`src/rtl/irqt_pkg.sv`:
```
package irqt_pkg;

  // One-hot register strobes produced by the address decoder
  typedef struct packed {
    logic latch_wr;
    logic reload_wr;
    logic dis_wr;
    logic en_wr;
  } irqt_cmd_t;

  // Event source selection
  typedef enum logic {
    SRC_LINE = 1'b0,
    SRC_CPU  = 1'b1
  } irqt_src_e;

endpackage

```
`src/rtl/irqt_decode.sv`:
```
module irqt_decode
  import irqt_pkg::*;
#(
  parameter int          ADDR_W    = 16,
  parameter [ADDR_W-1:0] DEC_MASK  = 16'hE001,
  parameter [ADDR_W-1:0] LATCH_A   = 16'hC000,
  parameter [ADDR_W-1:0] RELOAD_A  = 16'hC001,
  parameter [ADDR_W-1:0] DIS_A     = 16'hE000,
  parameter [ADDR_W-1:0] EN_A      = 16'hE001
) (
  input  logic              wr_en,
  input  logic [ADDR_W-1:0] wr_addr,
  output irqt_cmd_t         cmd
);

  logic [ADDR_W-1:0] masked;

  always_comb begin
    masked       = wr_addr & DEC_MASK;
    cmd.latch_wr  = wr_en && (masked == LATCH_A);
    cmd.reload_wr = wr_en && (masked == RELOAD_A);
    cmd.dis_wr    = wr_en && (masked == DIS_A);
    cmd.en_wr     = wr_en && (masked == EN_A);
  end

endmodule

```
`src/rtl/irqt_event_gen.sv`:
```
module irqt_event_gen
  import irqt_pkg::*;
#(
  parameter int PRESC_W     = 2,
  parameter int SYNC_STAGES = 2
) (
  input  logic      clk,
  input  logic      rst,
  input  irqt_src_e src,
  input  logic      presc_clr,
  input  logic      line_pulse,
  output logic      evt
);

  logic [PRESC_W-1:0] presc_q;
  logic               cpu_tick;
  logic               line_s;
  logic               line_prev_q;
  logic               line_evt;

  // Free-running prescaler, cleared by a reload/mode write
  always_ff @(posedge clk) begin
    if (rst || presc_clr) presc_q <= '0;
    else                  presc_q <= presc_q + 1'b1;
  end

  assign cpu_tick = &presc_q;

  // Synchronizer chain; depth picks the variant
  generate
    if (SYNC_STAGES <= 1) begin : g_sync_one
      logic s_q;
      always_ff @(posedge clk) begin
        if (rst) s_q <= 1'b0;
        else     s_q <= line_pulse;
      end
      assign line_s = s_q;
    end else begin : g_sync_chain
      logic [SYNC_STAGES-1:0] s_q;
      always_ff @(posedge clk) begin
        if (rst) s_q <= '0;
        else     s_q <= {s_q[SYNC_STAGES-2:0], line_pulse};
      end
      assign line_s = s_q[SYNC_STAGES-1];
    end
  endgenerate

  always_ff @(posedge clk) begin
    if (rst) line_prev_q <= 1'b0;
    else     line_prev_q <= line_s;
  end

  assign line_evt = line_s & ~line_prev_q;
  assign evt      = (src == SRC_CPU) ? cpu_tick : line_evt;

endmodule

```
`src/rtl/irqt_count_core.sv`:
```
module irqt_count_core
  import irqt_pkg::*;
#(
  parameter int CNT_W = 8
) (
  input  logic             clk,
  input  logic             rst,
  input  logic             evt,
  input  logic             latch_wr,
  input  logic             reload_wr,
  input  logic [CNT_W-1:0] wr_data,
  output irqt_src_e        src,
  output logic [CNT_W-1:0] latch_q,
  output logic [CNT_W-1:0] cnt_q,
  output logic             reload_q,
  output logic             zero_evt
);

  logic [CNT_W-1:0] cnt_nxt;

  always_comb begin
    if (reload_q)
      cnt_nxt = latch_q | {{(CNT_W-1){1'b0}}, |latch_q};
    else if (cnt_q == '0)
      cnt_nxt = latch_q;
    else
      cnt_nxt = cnt_q - 1'b1;
  end

  assign zero_evt = evt && (cnt_nxt == '0);

  always_ff @(posedge clk) begin
    if (rst) begin
      latch_q  <= '0;
      cnt_q    <= '0;
      reload_q <= 1'b0;
      src      <= SRC_LINE;
    end else begin
      if (latch_wr) latch_q <= wr_data;
      if (evt)      cnt_q   <= cnt_nxt;
      if (reload_wr) begin
        reload_q <= 1'b1;
        src      <= irqt_src_e'(wr_data[0]);
      end else if (evt) begin
        reload_q <= 1'b0;
      end
    end
  end

endmodule

```
`src/rtl/irqt_irq_out.sv`:
```
module irqt_irq_out #(
  parameter int DELAY = 4,
  localparam int DW   = $clog2(DELAY + 1)
) (
  input  logic          clk,
  input  logic          rst,
  input  logic          zero_evt,
  input  logic          en_set,
  input  logic          en_clr,
  output logic          en_q,
  output logic [DW-1:0] dly_q,
  output logic          irq_n
);

  localparam logic [DW-1:0] DLY_LOAD = DW'(DELAY);
  localparam logic [DW-1:0] DLY_ONE  = DW'(1);

  logic irq_q;
  logic ack;

  assign ack = en_set | en_clr;

  always_ff @(posedge clk) begin
    if (rst) begin
      en_q  <= 1'b0;
      dly_q <= '0;
      irq_q <= 1'b0;
    end else begin
      if (en_clr)      en_q <= 1'b0;
      else if (en_set) en_q <= 1'b1;

      if (en_clr)
        dly_q <= '0;
      else if (zero_evt && en_q)
        dly_q <= DLY_LOAD;
      else if (dly_q != '0)
        dly_q <= dly_q - 1'b1;

      if (ack)                  irq_q <= 1'b0;
      else if (dly_q == DLY_ONE) irq_q <= 1'b1;
    end
  end

  assign irq_n = ~irq_q;

endmodule

```
`src/rtl/line_irq_timer.sv`:
```
module line_irq_timer
  import irqt_pkg::*;
#(
  parameter int ADDR_W      = 16,
  parameter int DATA_W      = 8,
  parameter int PRESC_W     = 2,
  parameter int SYNC_STAGES = 2,
  parameter int DELAY       = 4,
  localparam int DW         = $clog2(DELAY + 1)
) (
  input  logic              clk,
  input  logic              rst,
  input  logic              wr_en,
  input  logic [ADDR_W-1:0] wr_addr,
  input  logic [DATA_W-1:0] wr_data,
  input  logic              line_pulse,
  output logic              irq_n
);

  irqt_cmd_t         cmd;
  irqt_src_e         src;
  logic              evt_w;
  logic [DATA_W-1:0] latch_w;
  logic [DATA_W-1:0] cnt_w;
  logic              reload_w;
  logic              zero_w;
  logic              en_w;
  logic [DW-1:0]     dly_w;

  irqt_decode #(.ADDR_W(ADDR_W)) u_dec (
    .wr_en   (wr_en),
    .wr_addr (wr_addr),
    .cmd     (cmd)
  );

  irqt_event_gen #(.PRESC_W(PRESC_W), .SYNC_STAGES(SYNC_STAGES)) u_evt (
    .clk        (clk),
    .rst        (rst),
    .src        (src),
    .presc_clr  (cmd.reload_wr),
    .line_pulse (line_pulse),
    .evt        (evt_w)
  );

  irqt_count_core #(.CNT_W(DATA_W)) u_core (
    .clk       (clk),
    .rst       (rst),
    .evt       (evt_w),
    .latch_wr  (cmd.latch_wr),
    .reload_wr (cmd.reload_wr),
    .wr_data   (wr_data),
    .src       (src),
    .latch_q   (latch_w),
    .cnt_q     (cnt_w),
    .reload_q  (reload_w),
    .zero_evt  (zero_w)
  );

  irqt_irq_out #(.DELAY(DELAY)) u_out (
    .clk      (clk),
    .rst      (rst),
    .zero_evt (zero_w),
    .en_set   (cmd.en_wr),
    .en_clr   (cmd.dis_wr),
    .en_q     (en_w),
    .dly_q    (dly_w),
    .irq_n    (irq_n)
  );

endmodule

```
`config.mk`:
```
export PLATFORM = sky130hd
export DESIGN_NAME = line_irq_timer
export DESIGN_NICKNAME = d
export VERILOG_FILES = /design/src/rtl/irqt_pkg.sv /design/src/rtl/irqt_decode.sv /design/src/rtl/irqt_event_gen.sv /design/src/rtl/irqt_count_core.sv /design/src/rtl/irqt_irq_out.sv /design/src/rtl/line_irq_timer.sv
export SDC_FILE = /design/constraint.sdc
export NUM_CORES = 1
export LEC_CHECK = 0
export ABC_AREA = 1
export BUFFER_PORTS_ARGS = -buffer_cell sky130_fd_sc_hd__buf_2
export CAP_MARGIN = 20
export CORE_MARGIN = 8
export CORE_UTILIZATION = 48
export DETAILED_ROUTE_END_ITERATION = 8
export PLACE_DENSITY = 0.74
export REMOVE_ABC_BUFFERS = 1
export SLEW_MARGIN = 5
export SYNTH_ARGS = -nofsm -noshare
export SYNTH_HDL_FRONTEND = slang
export SYNTH_SLANG_ARGS = --single-unit
```
`constraint.sdc`:
```
create_clock -name clk -period 1.5 [get_ports clk]
set_input_delay 0.225 -clock clk [delete_from_list [all_inputs] [get_ports clk]]
set_output_delay 0.225 -clock clk [all_outputs]
set_load 0.05 [all_outputs]
```
==> results.tsv <==
stage	metric	value	unit
critical_path	RR Startpoint	u_core.cnt_q[0]	
finish	n_diodes	0	
yosys	syn avg cell area	6.97	um^2
critical_path	Worst setup EP type	register	
hold_path	Hold Path Class	input port to register	
global_route	grt total ovfl	0	
floorplan	Row Count	20	
yosys	largest family of logic cells by synthesized area	simple AND/OR/NAND/NOR gates	
finish	Nets	288	
run_status	status	finished with violations	
floorplan	DIE AREA	5070	um^2
sta	RSZ-0062 raised after global routing	true	
power	worst vdd ir	0.727	mV
placement	global placer's final weighted congestion	0.864	
finish	Final Non-Filler Cells	286	
hold_path	hold depth	3	
yosys	Synth Area in Adders	0.0513	
critical_path	WP data required	1.73	ns
critical_path	arrival time worst endpoint	1.89	ns
floorplan	I/O pin count	29	
sta	clk_skew	0.0120	ns
placement	pre-CTS WS	-0.235	ns
global_route	initial antenna violation count	0	
clock_tree	worst skew pair latency	0.33	ns
clock_tree	Clock Tree Buf Depth	2	
yosys	Simple-Gate Fraction of Synth Area	0.301	
finish	layout cell share with drive strength beyond 1	0.316	
drt	via total after detailed routing	1425	
placement	Port Buffers	16	
sta	Tmin final	1.66	ns
clock_tree	CTS buffer count	3	
floorplan	die width	71.2	um
global_route	first-pass GRT wire length	5.58	mm
critical_path	worst r2r path cells	11	
yosys	post-synthesis xor/xnor area fraction	0.0120	
yosys	count of cell types in the netlist	26	
sta	worst-margin pin slew	0.398	ns
floorplan	initial core utilization	0.492	
run_status	failing checks	negative setup slack	
drt	router iterations before antenna repair	4	
clock_tree	Root Buffer	clkbuf_4	
yosys	Synth Instances	210	
yosys	Synth Cell Area	1460	um^2
placement	DP HPWL	2.33	mm
global_route	vias in the first global route	1304	
yosys	mux contribution to synthesized area	0	
finish	commonest non-fill, non-tap cell in the layout	nand2_1	
sta	Setup Viol. Count Final	7	
clock_tree	CTS sink cnt	28	
sta	Fmax achieved	601	MHz
clock_tree	H-tree depth	1	
clock_tree	CTS tree	done	
power	PwrDens	1160	nW/um^2
hold_path	Hold Path Origin	line_pulse	
global_route	largest net degree at the start of global routing	19	
flow_run	Max Cap Violations	0	
critical_path	Worst setup SP type	register	
sta	Period Utilization, post-route	1.11	
finish	Area Growth Syn to Fin	32.3	%
drt	final WL	3.49	mm
drt	Vias/cell	4.98	
finish	Fill cells	235	
critical_path	Crit Path Category	register to register	
sta	worst setup margin	-0.163	ns
sta	setup TNS	-0.781	ns
finish	post-layout util	0.650	
clock_tree	Reg clk slew, reported paths	0.16	ns
yosys	yosys warns	0	
sta	Min Hold Slack	0.0938	ns
drt	Routed WL per cell	12.2	um
drt	DRT antenna net count	0	
global_route	Total Routing Usage GR	0.130	
drt	1st-iter DRT viols	72	
critical_path	CP max FO	7	
yosys	Yosys reg bits	28	
sta	relative slew slack	0.734	
finish	commonest non-fill, non-tap cells in the layout	37 x nand2_1, 33 x inv_1, 25 x nor2_1, 23 x dfxtp_1, 22 x buf_4	
placement	dpl cells	274	
critical_path	crit path from	u_core.cnt_q[0]	
floorplan	Core ar.	2980	um^2
floorplan	Die Ht	71.2	um
yosys	Compound-Gate Fraction of Synth Area	0.152	
sta	Max Slew Vio Count	0	
power	Leak	0.964	nW
drt	number of remaining DRC errors	0	
sta	Fin. Hold Viols	0	
yosys	post-synthesis sequential area ratio	0.383	
[cell usage after synthesis (all sizes together)]
cell | instances | area, um^2
nor2 | 34 | 160
dfxtp | 28 | 561
o21bai | 3 | 26.3
inv | 35 | 131
nand3 | 13 | 70.1
nor3 | 1 | 5.00
clkinv | 1 | 3.75
nand4 | 3 | 18.8
xor2 | 1 | 8.76
o31ai | 1 | 7.51
clkbuf | 2 | 7.51
ha | 6 | 75.1
a21oi | 10 | 50.1
xnor2 | 1 | 8.76
o211ai | 5 | 37.5
buf | 1 | 5.00
o21ai | 18 | 101
nand2 | 47 | 186
[what timing repair did]
| item | in CTS | in global routing |
|---|---|---|
| pin swaps | 9 | 15 |
| cloned | 0 | 0 |
| hold endpoints to repair | 0 | 0 |
| endpoints found under the setup margin | 7 | 8 |
| gates resized for setup | 11 | 24 |
| hold buffers | 0 | 0 |
| setup buffers | 6 | 2 |
[sequential cells by signal, summed over array words and instances (netlist names)]
| name | cells |
|---|---|
| u_core.cnt_q | 8 |
| u_core.latch_q | 8 |
| u_core.reload_q | 1 |
| u_core.src | 1 |
| u_evt.g_sync_chain.s_q | 2 |
| u_evt.line_prev_q | 1 |
| u_evt.presc_q | 2 |
| u_out.dly_q | 3 |
| u_out.en_q | 1 |
| u_out.irq_q | 1 |
[final timing paths]
check                                    to  slack (ns)
setup / recovery            u_core.cnt_q[1]       -0.16
setup reg to reg            u_core.cnt_q[1]       -0.16
hold reg to reg   u_evt.g_sync_chain.s_q[1]        0.42
hold / removal    u_evt.g_sync_chain.s_q[0]        0.09
[kinds of logic after synthesis]
| kind of cell | Yosys count |
|---|---|
| flops | 28 |
| fa+ha+maj | 6 |
| xor+xnor | 2 |
| buf+inv | 39 |
| compound gates | 37 |
| simple gates | 98 |
[per-stage QoR]
step | instance area [um^2] | power, mW
finish | 1940 | 2.24
global route | 1940 | 2.40
CTS | 1840 | 2.14
detailed placement | 1710 | 1.57
global placement | 1710 | 1.55
floorplan | 1450 | 1.34
[worst max-delay path, stage by stage (launching register included)]
cell and delay [ns]:
dfxtp_2 0.38, inv_4 0.05, ha_4 0.15, nand2_4 0.09
nor2_4 0.05, nor2_4 0.19, nand2_1 0.07, o21ai_1 0.21
buf_4 0.17, nand2_1 0.05, o211ai_1 0.09, inv_1 0.05
[where the power goes]
group / total [mW] / switching, mW / leakage, nW / internal, mW
sequential: 0.853 / 0.0389 / 0.231 / 0.814
clock: 0.492 / 0.222 / 0.0279 / 0.270
combinational: 0.895 / 0.494 / 0.704 / 0.400
[routing by layer]
| metal | global-route usage | routed length (um) | part of all wire |
|---|---|---|---|
| met5 | 0 | 0 | 0 |
| met4 | 0.0370 | 36 | 0.010 |
| met3 | 0.0153 | 77 | 0.022 |
| met1 | 0.162 | 1640 | 0.47 |
| met2 | 0.229 | 1740 | 0.50 |
[cell type report]
type,count,area (um^2),area share
flip-flops and latches,28,569,0.294
inverters,36,138,0.0711
multi-input cells,143,846,0.437
repair buffers,42,290,0.150
clock buffers,3,22.5,0.0116
clock inverters,1,30.0,0.0155
well taps,33,41.3,0.0213
No activity file was read; power rests on OpenSTA's default activity.
